[src/rtl/ldsb_pkg.sv]
package ldsb_pkg;

  // Source of the data driven into the register file write port
  typedef enum logic {
    WSEL_EXEC = 1'b0,
    WSEL_LOAD = 1'b1
  } wsel_e;

endpackage

[src/rtl/ldsb_tracker.sv]
// Holds the single outstanding load: valid flag, destination, dropped flag.
module ldsb_tracker #(
  parameter int REG_W = 4
) (
  input  logic             clk,
  input  logic             rst,
  input  logic             ld_issue,
  input  logic [REG_W-1:0] ld_dst,
  input  logic             mem_ready,
  input  logic             cancel_now,
  output logic             pend_valid,
  output logic             pend_dropped,
  output logic [REG_W-1:0] pend_dst,
  output logic             load_ret
);

  assign load_ret = pend_valid & mem_ready;

  always_ff @(posedge clk) begin
    if (rst) begin
      pend_valid   <= 1'b0;
      pend_dropped <= 1'b0;
      pend_dst     <= '0;
    end else if (ld_issue) begin
      pend_valid   <= 1'b1;
      pend_dropped <= 1'b0;
      pend_dst     <= ld_dst;
    end else if (load_ret) begin
      // Response is consumed whether or not the data will be written
      pend_valid   <= 1'b0;
      pend_dropped <= 1'b0;
    end else if (cancel_now) begin
      pend_dropped <= 1'b1;
    end
  end

endmodule

[src/rtl/ldsb_hazard.sv]
// Decode-stage interlock: read-after-load and one-load-in-flight.
module ldsb_hazard #(
  parameter int REG_W   = 4,
  parameter int NUM_SRC = 2
) (
  input  logic                     dec_valid,
  input  logic                     dec_is_load,
  input  logic [NUM_SRC*REG_W-1:0] dec_src,
  input  logic                     pend_valid,
  input  logic                     pend_dropped,
  input  logic [REG_W-1:0]         pend_dst,
  output logic                     stall
);

  logic [NUM_SRC-1:0] src_hit;

  for (genvar i = 0; i < NUM_SRC; i++) begin : g_cmp
    assign src_hit[i] = (dec_src[i*REG_W +: REG_W] == pend_dst);
  end

  logic raw_wait;
  assign raw_wait = (|src_hit) & ~pend_dropped;

  assign stall = dec_valid & pend_valid & (dec_is_load | raw_wait);

endmodule

[src/rtl/ldsb_wport.sv]
// Single write port arbitration, cancel detection and registered write command.
module ldsb_wport
  import ldsb_pkg::*;
#(
  parameter int REG_W = 4
) (
  input  logic             clk,
  input  logic             rst,
  input  logic             ex_wr_req,
  input  logic [REG_W-1:0] ex_wr_reg,
  input  logic             load_ret,
  input  logic             pend_valid,
  input  logic             pend_dropped,
  input  logic [REG_W-1:0] pend_dst,
  output logic             cancel_now,
  output logic             ex_hold,
  output logic             rf_we,
  output logic [REG_W-1:0] rf_waddr,
  output logic             rf_wsel
);

  logic  same_dst;
  logic  load_wr;
  wsel_e sel_q;

  assign same_dst   = ex_wr_req & pend_valid & (ex_wr_reg == pend_dst);
  assign cancel_now = same_dst;
  assign load_wr    = load_ret & ~pend_dropped & ~same_dst;
  assign ex_hold    = load_wr & ex_wr_req;

  always_ff @(posedge clk) begin
    if (rst) begin
      rf_we    <= 1'b0;
      rf_waddr <= '0;
      sel_q    <= WSEL_EXEC;
    end else if (load_wr) begin
      rf_we    <= 1'b1;
      rf_waddr <= pend_dst;
      sel_q    <= WSEL_LOAD;
    end else if (ex_wr_req) begin
      rf_we    <= 1'b1;
      rf_waddr <= ex_wr_reg;
      sel_q    <= WSEL_EXEC;
    end else begin
      rf_we    <= 1'b0;
    end
  end

  assign rf_wsel = sel_q;

endmodule

[src/rtl/ldsb_top.sv]
module ldsb_top #(
  parameter int REG_W   = 4,
  parameter int NUM_SRC = 2,
  localparam int SRC_W  = NUM_SRC * REG_W
) (
  input  logic             clk,
  input  logic             rst,
  input  logic             dec_valid,
  input  logic             dec_is_load,
  input  logic [SRC_W-1:0] dec_src,
  input  logic             ex_wr_req,
  input  logic [REG_W-1:0] ex_wr_reg,
  input  logic             ld_issue,
  input  logic [REG_W-1:0] ld_dst,
  input  logic             mem_ready,
  output logic             stall,
  output logic             ex_hold,
  output logic             rf_we,
  output logic [REG_W-1:0] rf_waddr,
  output logic             rf_wsel
);

  logic             pend_valid;
  logic             pend_dropped;
  logic [REG_W-1:0] pend_dst;
  logic             load_ret;
  logic             cancel_now;

  ldsb_tracker #(.REG_W(REG_W)) u_trk (
    .clk          (clk),
    .rst          (rst),
    .ld_issue     (ld_issue),
    .ld_dst       (ld_dst),
    .mem_ready    (mem_ready),
    .cancel_now   (cancel_now),
    .pend_valid   (pend_valid),
    .pend_dropped (pend_dropped),
    .pend_dst     (pend_dst),
    .load_ret     (load_ret)
  );

  ldsb_hazard #(.REG_W(REG_W), .NUM_SRC(NUM_SRC)) u_haz (
    .dec_valid    (dec_valid),
    .dec_is_load  (dec_is_load),
    .dec_src      (dec_src),
    .pend_valid   (pend_valid),
    .pend_dropped (pend_dropped),
    .pend_dst     (pend_dst),
    .stall        (stall)
  );

  ldsb_wport #(.REG_W(REG_W)) u_wp (
    .clk          (clk),
    .rst          (rst),
    .ex_wr_req    (ex_wr_req),
    .ex_wr_reg    (ex_wr_reg),
    .load_ret     (load_ret),
    .pend_valid   (pend_valid),
    .pend_dropped (pend_dropped),
    .pend_dst     (pend_dst),
    .cancel_now   (cancel_now),
    .ex_hold      (ex_hold),
    .rf_we        (rf_we),
    .rf_waddr     (rf_waddr),
    .rf_wsel      (rf_wsel)
  );

endmodule

[config.mk]
export PLATFORM = sky130hd
export DESIGN_NAME = ldsb_top
export DESIGN_NICKNAME = d
export VERILOG_FILES = /design/src/rtl/ldsb_pkg.sv /design/src/rtl/ldsb_tracker.sv /design/src/rtl/ldsb_hazard.sv /design/src/rtl/ldsb_wport.sv /design/src/rtl/ldsb_top.sv
export SDC_FILE = /design/constraint.sdc
export NUM_CORES = 1
export LEC_CHECK = 0
export CAP_MARGIN = 5
export CORE_AREA = 2 2 39 41
export DETAILED_ROUTE_END_ITERATION = 7
export DIE_AREA = 0 0 41 43
export DONT_BUFFER_PORTS = 1
export PLACE_DENSITY_LB_ADDON = 0.12
export SETUP_SLACK_MARGIN = 0.4
export SLEW_MARGIN = 10
export SYNTH_ARGS = -nofsm -noshare
export SYNTH_HDL_FRONTEND = slang
export SYNTH_SLANG_ARGS = --single-unit
[constraint.sdc]
create_clock -name clk -period 4.8 [get_ports clk]
set_input_delay 0.48 -clock clk [delete_from_list [all_inputs] [get_ports clk]]
set_output_delay 0.48 -clock clk [all_outputs]
set_load 0.05 [all_outputs]
# ---- Word level (Yosys, flattened, before mapping)
# Index checks and enable logic that the tools add are counted.
dict set report classes {
  n_bitwise 12
  muxes 8
  eq_ne 3
  n_reduce_logical 4
}
# operator n
set op_table {}
lappend op_table {{$eq 4x4->1} 3}
lappend op_table {{$and 1x1->1} 9}
lappend op_table {{$mux 4} 2}
lappend op_table {{$mux 1} 6}
lappend op_table {{$reduce_bool 2->1} 2}
lappend op_table {{$reduce_or 3->1} 1}
lappend op_table {{$not 1->1} 2}
lappend op_table {{$reduce_or 2->1} 1}
lappend op_table {{$or 1x1->1} 1}
dict set report word_totals {
  register_bits 12
  inputBits 23
  wordCells 33
  out_inout_bits 8
}

# ---- Depth between registers and ports, before layout
# Gate-level depths: netlist of run 1.
dict set report logic_depth {
  depth_word 5
  depth_mapped 5
}

# ---- Modules after synthesis
# From an unflattened synthesis of run 1, not the netlist that was laid out.
dict set report unflattened {
  cells_unflattened 73
  hier_area_um2 718.2
}
# mod instances cells_per_inst area_per_inst_um2
set modules_own_cells {}
lappend modules_own_cells {ldsb_wport 1 39 387.9}
lappend modules_own_cells {ldsb_tracker 1 21 224.0}
lappend modules_own_cells {ldsb_hazard 1 13 106.4}

# ---- Worst setup path before layout of run 1
# No wires, ideal clock.
dict set report synth_path {
  path_kind {input to output}
  startpoint {input ex_wr_req}
  endpoint {output ex_hold}
  n_path_buf 1
  slack_ps 2616
  arrival_time_ps 1704
  stages 5
  required_ps 4320
  path_cell_list {buf_2 -> nand2_1 -> a2111oi_4 -> a31o_2 -> nor2_1}
}
dict set report synth_between {
  elab_chain_len 5
}
# item line_no
set synth_rtl {}
lappend synth_rtl {{start: declaration} ldsb_top.sv:11} ;# input logic ex_wr_req,
lappend synth_rtl {{$and 1x1->1 (2 in a row)} ldsb_wport.sv:26} ;# assign same_dst = ex_wr_req & pend_valid & (ex_wr_reg == pend_dst);
lappend synth_rtl {{$not 1->1} ldsb_wport.sv:28} ;# assign load_wr = load_ret & ~pend_dropped & ~same_dst;
lappend synth_rtl {{$and 1x1->1} ldsb_wport.sv:28}
lappend synth_rtl {{$and 1x1->1 *} ldsb_wport.sv:29} ;# assign ex_hold = load_wr & ex_wr_req;
lappend synth_rtl {{end: declaration} ldsb_top.sv:17} ;# output logic ex_hold,
# Mark *: on every way between the ends. The rest lies on a longest branch, timed or not.

# ---- Worst setup path after layout of run 1
dict set report layout_path {
  startpoint {register u_trk.pend_dst[2]}
  endpoint {output ex_hold}
}
dict set report layout_between {
  elab_chain_len 5
}
# item line_no
set layout_rtl {}
lappend layout_rtl {{start: declaration} ldsb_tracker.sv:13} ;# output logic [REG_W-1:0] pend_dst,
lappend layout_rtl {{start signal: assignment} ldsb_tracker.sv:27} ;# pend_dst <= ld_dst;
lappend layout_rtl {{$eq 4x4->1} ldsb_wport.sv:26}
lappend layout_rtl {{$and 1x1->1} ldsb_wport.sv:26}
lappend layout_rtl {{$not 1->1} ldsb_wport.sv:28}
lappend layout_rtl {{$and 1x1->1} ldsb_wport.sv:28}
lappend layout_rtl {{$and 1x1->1} ldsb_wport.sv:29}
# No other way between the ends.

==> flow_summary.yaml, run 1 <==
cells_and_area:
  syn_to_final_growth_pct: 3.38
  nNetsFinal: 94
  fill_cells: 137
  diodes: 0
  drive_gt1_share_pct: 10.1
  design_area_um2: 689
die:
  die_w_um: 41
  start_util_pct: 48.2
  die_h_um: 43
  coreArea_um2: 1380
  dieArea_um2: 1760
  num_rows: 14
  boundaryPins: 31
timing:
  finalClockSkew_ps: 1.98
  worst_slack_ps: 2290
  hold_viol_final: 0
  post-route-min-period_ps: 2510
  setup_viol: 0
  finalSetupTns_ps: 0
  holdWs_ps: 275
  fmax_mhz: 398
  rsz0062_at_grt: "no"
  drv_slew: 0
  slew_headroom_pct: 41.9
  fin_crit_sh_pct: 52.3
  tightest_slew_ps: 869
outcome:
  status: "finished, final reports clean"
worst_setup_path:
  worst_setup_path_start_kind: "flop"
  crit_cells: 4
  startpoint: "u_trk.pend_dst[2]"
  r2r_end: "u_trk.pend_dropped"
  critPathBufInv: 0
  worstPathRequired_ps: 4320
  cp_max_fo: 6
  r2r-start: "u_trk.pend_dst[2]"
  r2r_slack_ps: 2960
  path_cells: "nor2b_1 -> a2111oi_4 -> a31o_2 -> nor2_1"
  cpMaxStageDelayCell: "nor2_1"
  worst_path_largest_cell_delay_ps: 670
  cp.arrival_ps: 2030
  crit_end: "ex_hold"
  endpoint_kind: "output pin"
  critPathTopFamily: "simple AND/OR/NAND/NOR gates"
  worstSetupPathType: "flop to output pin"
  ff2ff_path_depth: 4
route:
  avgViaCountPerCell: 5.99
  wl_per_cell_um: 15.7
  drtIter0Drc: 6
  wirelength_um: 1330
  drc: 0
  vias: 509
  ant_nets: 0
  dr.pass1.iters: 5
yosys:
  yosys_register_bits: 12
  ys_types: 22
  netlist_area_um2: 667
  syn_nets: 94
  synth_area_leaders: "dfxtp_1 (36%), mux2i_1 (12%), xnor2_1 (12%), a311oi_1 (5.3%), a211oi_1 (4.5%)"
  synth_area_per_cell_um2: 9.39
  yosysWarnings: 0
  synth_cells: 71
  yosysSeqAreaShare_pct: 36.0
  synth_top_area_cell: "dfxtp_1"
  synth_top_area_share_pct: 36.0
placed_design:
  portBuffers: 0
  gp_congestion: 0.773
  hpwl_um: 1000
  dpl_cell_area_um2: 667
  dp_slack_ps: 2570
cts:
  post_cts_resized: 0
  clk_latency_ps: 260
  htreeDepth: 1
  cts_sinks: 12
  clock_path_buffers: 2
  hold_buffers: 0
  cts.clk_slew.worst_paths_ps: 70
  cts_buffers: 3
  cts-root-buf: "clkbuf_4"
  cts_tree: "done"
  post-cts-setup-buffers: 0
power_and_ir_drop:
  power.density_nw_per_um2: 310
  p_leak_nw: 0.254
  peakVddDrop_v: 0.000164
global_route:
  grt_max_degree: 13
  grt_usage_pct: 17.1
  grt_pass1_vias: 426
  antenna_found_initial: 0
  grt_pass1_wl_um: 1960
  globalRoute.totalOverflow: 0
min_path:
  hold_path.class: "input port to flop"
job:
  max_cap_violations: 0
==> through the flow <==
step	power [W]	utilization, %	instances
global placement	0.000157	48.2	82
floorplan	0.000156	-	71
detailed placement	0.000157	48.2	82
finish	0.000213	49.8	85
global route	0.000228	49.8	85
CTS	0.000217	49.8	85
==> power breakdown <==
part	switching (W)	total (W)	internal [W]
registers	0.0000198	0.000126	0.000106
logic	0.0000141	0.0000293	0.0000152
clock network	0.0000297	0.0000586	0.0000289
total	0.0000635	0.000213	0.000150
==> flip-flops by register name, summed over array words and instances, names as in the netlist <==
name and cells:
u_trk.pend_dropped 1, u_trk.pend_dst 4, u_trk.pend_valid 1, u_wp.rf_waddr 4, u_wp.rf_we 1, u_wp.rf_wsel 1
==> area by class of cell <==
class / instances / area (µm²) / area share [%]
clock buffers: 3 / 22.5 / 3.27
inverters: 6 / 22.5 / 3.27
multi-input cells: 48 / 384 / 55.7
flip-flops and latches: 12 / 240 / 34.8
well taps: 16 / 20.0 / 2.90
==> Yosys cell counts <==
cell,number
nand2_1,2
nand3b_1,1
a31oi_1,1
a2111oi_2,1
nor2b_1,2
buf_2,1
buf_1,1
nor2_1,6
clkbuf_1,3
a21oi_1,4
a2111oi_4,1
dfxtp_1,12
a31o_2,1
nand4_1,2
xnor2_1,9
inv_1,5
a311oi_1,4
a222oi_1,1
mux2i_1,8
a211oi_1,4
inv_2,1
o211a_1,1
==> cell usage in the layout (no fill, tap or decap) <==
| cell type | synthesis | layout |
|---|---|---|
| nor2b_1 | 2 | 2 |
| a2111oi_2 | 1 | 1 |
| xnor2_1 | 9 | 9 |
| a222oi_1 | 1 | 1 |
| inv_2 | 1 | 1 |
| inv_1 | 5 | 5 |
| a311oi_1 | 4 | 4 |
| clkbuf_4 | 0 | 3 |
| a2111oi_4 | 1 | 1 |
| a31o_2 | 1 | 1 |
| mux2i_1 | 8 | 8 |
| a211oi_1 | 4 | 4 |
| o211a_1 | 1 | 1 |
| a31oi_1 | 1 | 1 |
| nor2_1 | 6 | 6 |
| a21oi_1 | 4 | 4 |
| nand4_1 | 2 | 2 |
| dfxtp_1 | 12 | 12 |
| nand2_1 | 2 | 2 |
| nand3b_1 | 1 | 1 |
==> per-layer routing <==
metal  wire (µm)  up-vias  track usage, %
met5           0        -               0
met4          12        0            10.0
met1         592      228            22.5
met2         600       22            23.1
met3         127        2            6.28
li1            -      257               -
==> worst min-delay path by stage <==
stage,start,to,slack [ps],depth (start not counted)
final,ld_issue,u_trk.pend_dropped,270,1
after global routing,ld_issue,u_trk.pend_dropped,250,1
after CTS,ld_issue,u_trk.pend_dropped,260,1
after detailed placement,u_trk.pend_valid,u_trk.pend_dropped,550,1
after global placement,u_trk.pend_valid,u_trk.pend_dropped,550,1
after floorplan,u_trk.pend_valid,u_trk.pend_dropped,500,1
==> logic make-up after synthesis <==
group           Yosys count  share of synthesized area (%)
flops                    12                           36.0
buf+inv                  11                           6.38
compound gates           18                           24.4
mux                       8                           12.0
xor+xnor                  9                           11.8
simple gates             13                           9.38
Power figures use the tool's default switching activity.
==> inputs of run 2 (changes only) <==
==> constraint.sdc (replaced) <==
create_clock -name clk -period 2.4 [get_ports clk]
set_input_delay 0.24 -clock clk [delete_from_list [all_inputs] [get_ports clk]]
set_output_delay 0.24 -clock clk [all_outputs]
set_load 0.05 [all_outputs]
==> run 2 against run 1 <==
Non-clock buffer count increased by 4. Utilization increased by 3.5 points. Clock-buffer cell count increased by 1. Sequential share of layout area decreased by 1.6 points. Register-to-register slack got worse by 2200 ps. Wire length increased by 3.0%. Sequential power increased by 99%. First-iteration DRC count increased by 130%. Critical path depth increased by 1. Clock skew decreased by 0.66 ps. Critical endpoint unchanged.
==> flow_summary.yaml, run 2 (synthesized netlist as in run 1, its figures left out) <==
outcome:
  status: "finished, final reports clean"
cts:
  clk_latency_ps: 270
  cts_tree: "done"
  clock_path_buffers: 2
  cts-root-buf: "clkbuf_4"
  cts_buffers: 3
  htreeDepth: 1
  cts.clk_slew.worst_paths_ps: 70
  cts_sinks: 12
power_and_ir_drop:
  p_leak_nw: 0.283
  power.density_nw_per_um2: 640
  peakVddDrop_v: 0.000342
die:
  boundaryPins: 31
  start_util_pct: 48.2
  num_rows: 14
  die_w_um: 41
  dieArea_um2: 1760
  coreArea_um2: 1380
  die_h_um: 43
cells_and_area:
  reg_top3: "u_trk.pend_dst: 4 flops, u_wp.rf_waddr: 4 flops"
  drive_gt1_share_pct: 18.9
  final_util_pct: 53.3
  fill_cells: 140
  final_cell_mix: "dfxtp_1 (10), xnor2_1 (9), mux2i_1 (8), nor2_1 (6), inv_1 (5)"
  syn_to_final_growth_pct: 10.7
  final_common_cell: "dfxtp_1"
  diodes: 0
  fin_cells: 90
  nNetsFinal: 98
timing:
  fmax_mhz: 525
  slew_headroom_pct: 66.2
  rsz0062_at_grt: "no"
  drv_slew: 0
  finalClockSkew_ps: 1.31
  post-route-min-period_ps: 1900
  setup_viol: 0
  tightest_slew_ps: 506
  fin_crit_sh_pct: 79.3
  finalSetupTns_ps: 0
  hold_viol_final: 0
placed_design:
  portBuffers: 0
  dp_cells: 84
  hpwl_um: 1030
  gp_congestion: 0.767
job:
  max_cap_violations: 0
route:
  vias: 529
  wirelength_um: 1370
  drtIter0Drc: 14
  dr.pass1.iters: 4
  drc: 0
  wl_per_cell_um: 15.2
  ant_nets: 0
  avgViaCountPerCell: 5.88
global_route:
  use_met3_pct: 4.19
  grt_usage_pct: 17.7
  met2_usage_pct: 23.4
  globalRoute.totalOverflow: 0
  grt_max_degree: 13
  grt_pass1_vias: 457
  grt_util_met1_pct: 24.6
  top_usage_layer: "met1"
  antenna_found_initial: 0
  grt_pass1_wl_um: 2090
worst_setup_path:
  endpoint_kind: "output pin"
  worstSetupPathType: "flop to output pin"
  cp_max_fo: 6
  cp.arrival_ps: 1660
  worstPathRequired_ps: 2160
  r2r_slack_ps: 790
  worst_setup_path_start_kind: "flop"
min_path:
  hold_path.class: "input port to flop"
[run 2: cell types whose count changed in the layout (fill, tap and decap cells not counted)]
cell,delta
clkbuf_8,+1
dfxtp_2,+1
dfxtp_1,-2
buf_4,+4
dfxtp_4,+1
[run 2: final cells by class]
class                           instances  area, µm²  area share, %
Tap cell                               16       20.0           2.71
Multi-Input combinational cell         48        384           52.0
Sequential cell                        12        245           33.2
Clock buffer                            4       36.3           4.92
Inverter                                6       22.5           3.05
Timing Repair Buffer                    4       30.0           4.07
[run 2: layer usage]
layer	up-vias	part of all wire, %	wire [µm]
li1	261	-	-
met1	245	40	553
met2	21	48	660
met3	2	11	147
met4	0	0.87	12
met5	-	0	0
[run 2: path summary, 6_finish.rpt]
path	cells after the start	to	startpoint
worst max-delay path	5	ex_hold	u_trk.pend_valid
worst min-delay path	1	u_trk.pend_dst[2]	rst
worst max register to register	5	u_trk.pend_dropped	u_trk.pend_valid
worst min register to register	1	u_trk.pend_dropped	u_trk.pend_valid
[run 2: critical path, stage by stage (launching register included)]
cell	delay, ps
dfxtp_1	420
nand2_1	120
a2111oi_4	350
a31o_2	270
nor2_1	60
buf_4	180
[run 2: power breakdown]
part	leakage (nW)	internal, W	switching, W
Clock	0.0210	0.0000922	0.0000644
Sequential	0.100	0.000211	0.0000392
Combinational	0.162	0.0000356	0.0000299
Total	0.283	0.000339	0.000133
[run 2: stage by stage]
stage               area [µm²]  total power (W)  hold slack (ps)  worst slack (ps)
finish                     738         0.000473             29.9               497
global route               738         0.000497             14.6               401
CTS                        728         0.000477             21.2               466
global placement           682         0.000317              311               665
detailed placement         682         0.000318              313               616
floorplan                  667         0.000312              313               507
[run 2: repair_timing]
item | in CTS | in global routing
resized for setup | 2 | 1
endpoints found under the setup margin | 1 | 1
setup buffers | 1 | 1
pin swaps | 2 | 0
hold buffers | 0 | 0
==> inputs of run 3 (changes only) <==
==> constraint.sdc (replaced) <==
create_clock -name clk -period 1.9 [get_ports clk]
set_input_delay 0.19 -clock clk [delete_from_list [all_inputs] [get_ports clk]]
set_output_delay 0.19 -clock clk [all_outputs]
set_load 0.05 [all_outputs]
==> run 3 against run 2 <==
Critical path depth down 1. Wire length up 10%. Critical path type unchanged. Sequential cell count unchanged. Sequential power up 18%. Total power up 25%. Highest routed layer unchanged. Clock-buffer cell count down 1. Utilization up 11 points.
==> flow_summary.yaml, run 3 (synthesized netlist as in run 1, its figures left out) <==
outcome:
  status: "finished, final reports clean"
die:
  coreArea_um2: 1380
  num_rows: 14
  dieArea_um2: 1760
  start_util_pct: 48.2
  die_h_um: 43
  boundaryPins: 31
  die_w_um: 41
worst_setup_path:
  worstSetupPathType: "flop to output pin"
  r2r_end: "u_trk.pend_dropped"
  worst_setup_path_start_kind: "flop"
  cp.arrival_ps: 1420
  worst_path_largest_cell_delay_ps: 380
  ff2ff_path_depth: 6
  cpMaxStageDelayCell: "dfxtp_4"
  r2r-start: "u_trk.pend_valid"
  cp_max_fo: 5
  worstPathRequired_ps: 1710
  path_cells: "nor2b_4 -> a2111oi_4 -> a31o_4 -> nor2_4"
  r2r_slack_ps: 380
  critPathBufInv: 0
  endpoint_kind: "output pin"
  critPathTopFamily: "simple AND/OR/NAND/NOR gates"
timing:
  fmax_mhz: 620
  setup_viol: 0
  finalClockSkew_ps: 7.17
  worst_slack_ps: 286
  drv_slew: 0
  rsz0062_at_grt: "yes"
  tightest_slew_ps: 503
  finalSetupTns_ps: 0
  slew_headroom_pct: 66.4
  hold_viol_final: 0
  post-route-min-period_ps: 1610
  fin_crit_sh_pct: 85.0
job:
  max_cap_violations: 0
power_and_ir_drop:
  peakVddDrop_v: 0.000325
  power.density_nw_per_um2: 661
  combPwrFrac_pct: 24.3
  p_leak_nw: 0.336
  p_sw_share_pct: 30.9
  netSwitchingPower_w: 0.000182
  p_int_w: 0.000407
  pwr-share-clk_pct: 25.5
  seq_power_share_pct: 50.1
min_path:
  worstHoldPathCells: 1
  hold_end: "u_trk.pend_dropped"
  hold_path.class: "input port to flop"
  min_from: "mem_ready"
route:
  vias: 572
  avgViaCountPerCell: 5.78
  ant_nets: 0
  wl_per_cell_um: 15.3
  wirelength_um: 1510
  dr.pass1.iters: 4
  drc: 0
  drtIter0Drc: 12
global_route:
  grt_pass1_wl_um: 2260
  grt_usage_pct: 18.9
  grt_pass1_vias: 527
  grt_max_degree: 13
  globalRoute.totalOverflow: 0
  antenna_found_initial: 0
cts:
  cts_buffers: 3
  clk_latency_ps: 260
  cts-root-buf: "clkbuf_4"
  cts_sinks: 12
  htreeDepth: 1
  cts.clk_slew.worst_paths_ps: 70
  cts_tree: "done"
  clock_path_buffers: 2
cells_and_area:
  diodes: 0
  reg_top3: "u_trk.pend_dst: 4 flops, u_wp.rf_waddr: 4 flops"
  fin_cells: 99
  nNetsFinal: 108
  syn_to_final_growth_pct: 33.6
  final_cell_mix: "buf_4 (11), xnor2_1 (8), mux2i_1 (8), dfxtp_1 (7)"
  final_util_pct: 64.4
  drive_gt1_share_pct: 42.2
  final_common_cell: "buf_4"
placed_design:
  dp_slack_ps: 295
  dp_cells: 86
  gp_congestion: 0.712
  portBuffers: 0
  hpwl_um: 1010
-- run 3: worst max path at each step --
stage / startpoint / end / slack [ps] / cells past startpoint
after floorplan: u_trk.pend_dst[0] / ex_hold / 320 / 4
after global placement: u_trk.pend_dst[0] / ex_hold / 350 / 4
after detailed placement: u_trk.pend_dst[0] / ex_hold / 300 / 4
after CTS: u_trk.pend_dst[2] / ex_hold / 280 / 5
after global routing: u_trk.pend_dst[2] / ex_hold / 240 / 4
final: u_trk.pend_dst[2] / ex_hold / 290 / 4
-- run 3: metrics by stage --
stage	hold slack (ps)	area, µm²	total power [W]
2_1_floorplan	263	686	0.000398
5_1_grt	4.56	891	0.000617
6_report	17.3	891	0.000589
3_3_place_gp	257	706	0.000408
4_1_cts	10.5	828	0.000578
3_5_place_dp	259	706	0.000409
-- run 3: cell type report --
cell class                 count  area, µm²
inverter                       6       22.5
timing repair buffer          14        114
multi-input combinational     48        453
tap                           16       20.0
clock buffer                   3       22.5
fill                         110        493
sequential                    12        259
-- run 3: power groups by stage --
stage / sequential [W] / combinational, W / clock [W]
floorplan: 0.000315 / 0.0000831 / 0
global placement: 0.000303 / 0.000105 / 0
detailed placement: 0.000303 / 0.000106 / 0
CTS: 0.000296 / 0.000128 / 0.000154
global route: 0.000297 / 0.000154 / 0.000167
finish: 0.000295 / 0.000143 / 0.000150
-- run 3: timing repair --
action	4_1_cts	5_1_grt
hold buffers	2	0
hold endpoints to repair	12	0
endpoints found under the setup margin	8	8
setup buffers	5	3
gates resized for setup	14	9
pin swaps	7	8
-- run 3: per-layer routing --
layer,GRT usage (%),vias up,part of all wire (%)
li1,-,288,-
met1,25.0,263,43
met2,26.9,19,49
met3,3.66,2,6.9
met4,12.0,0,0.79
met5,0,-,0
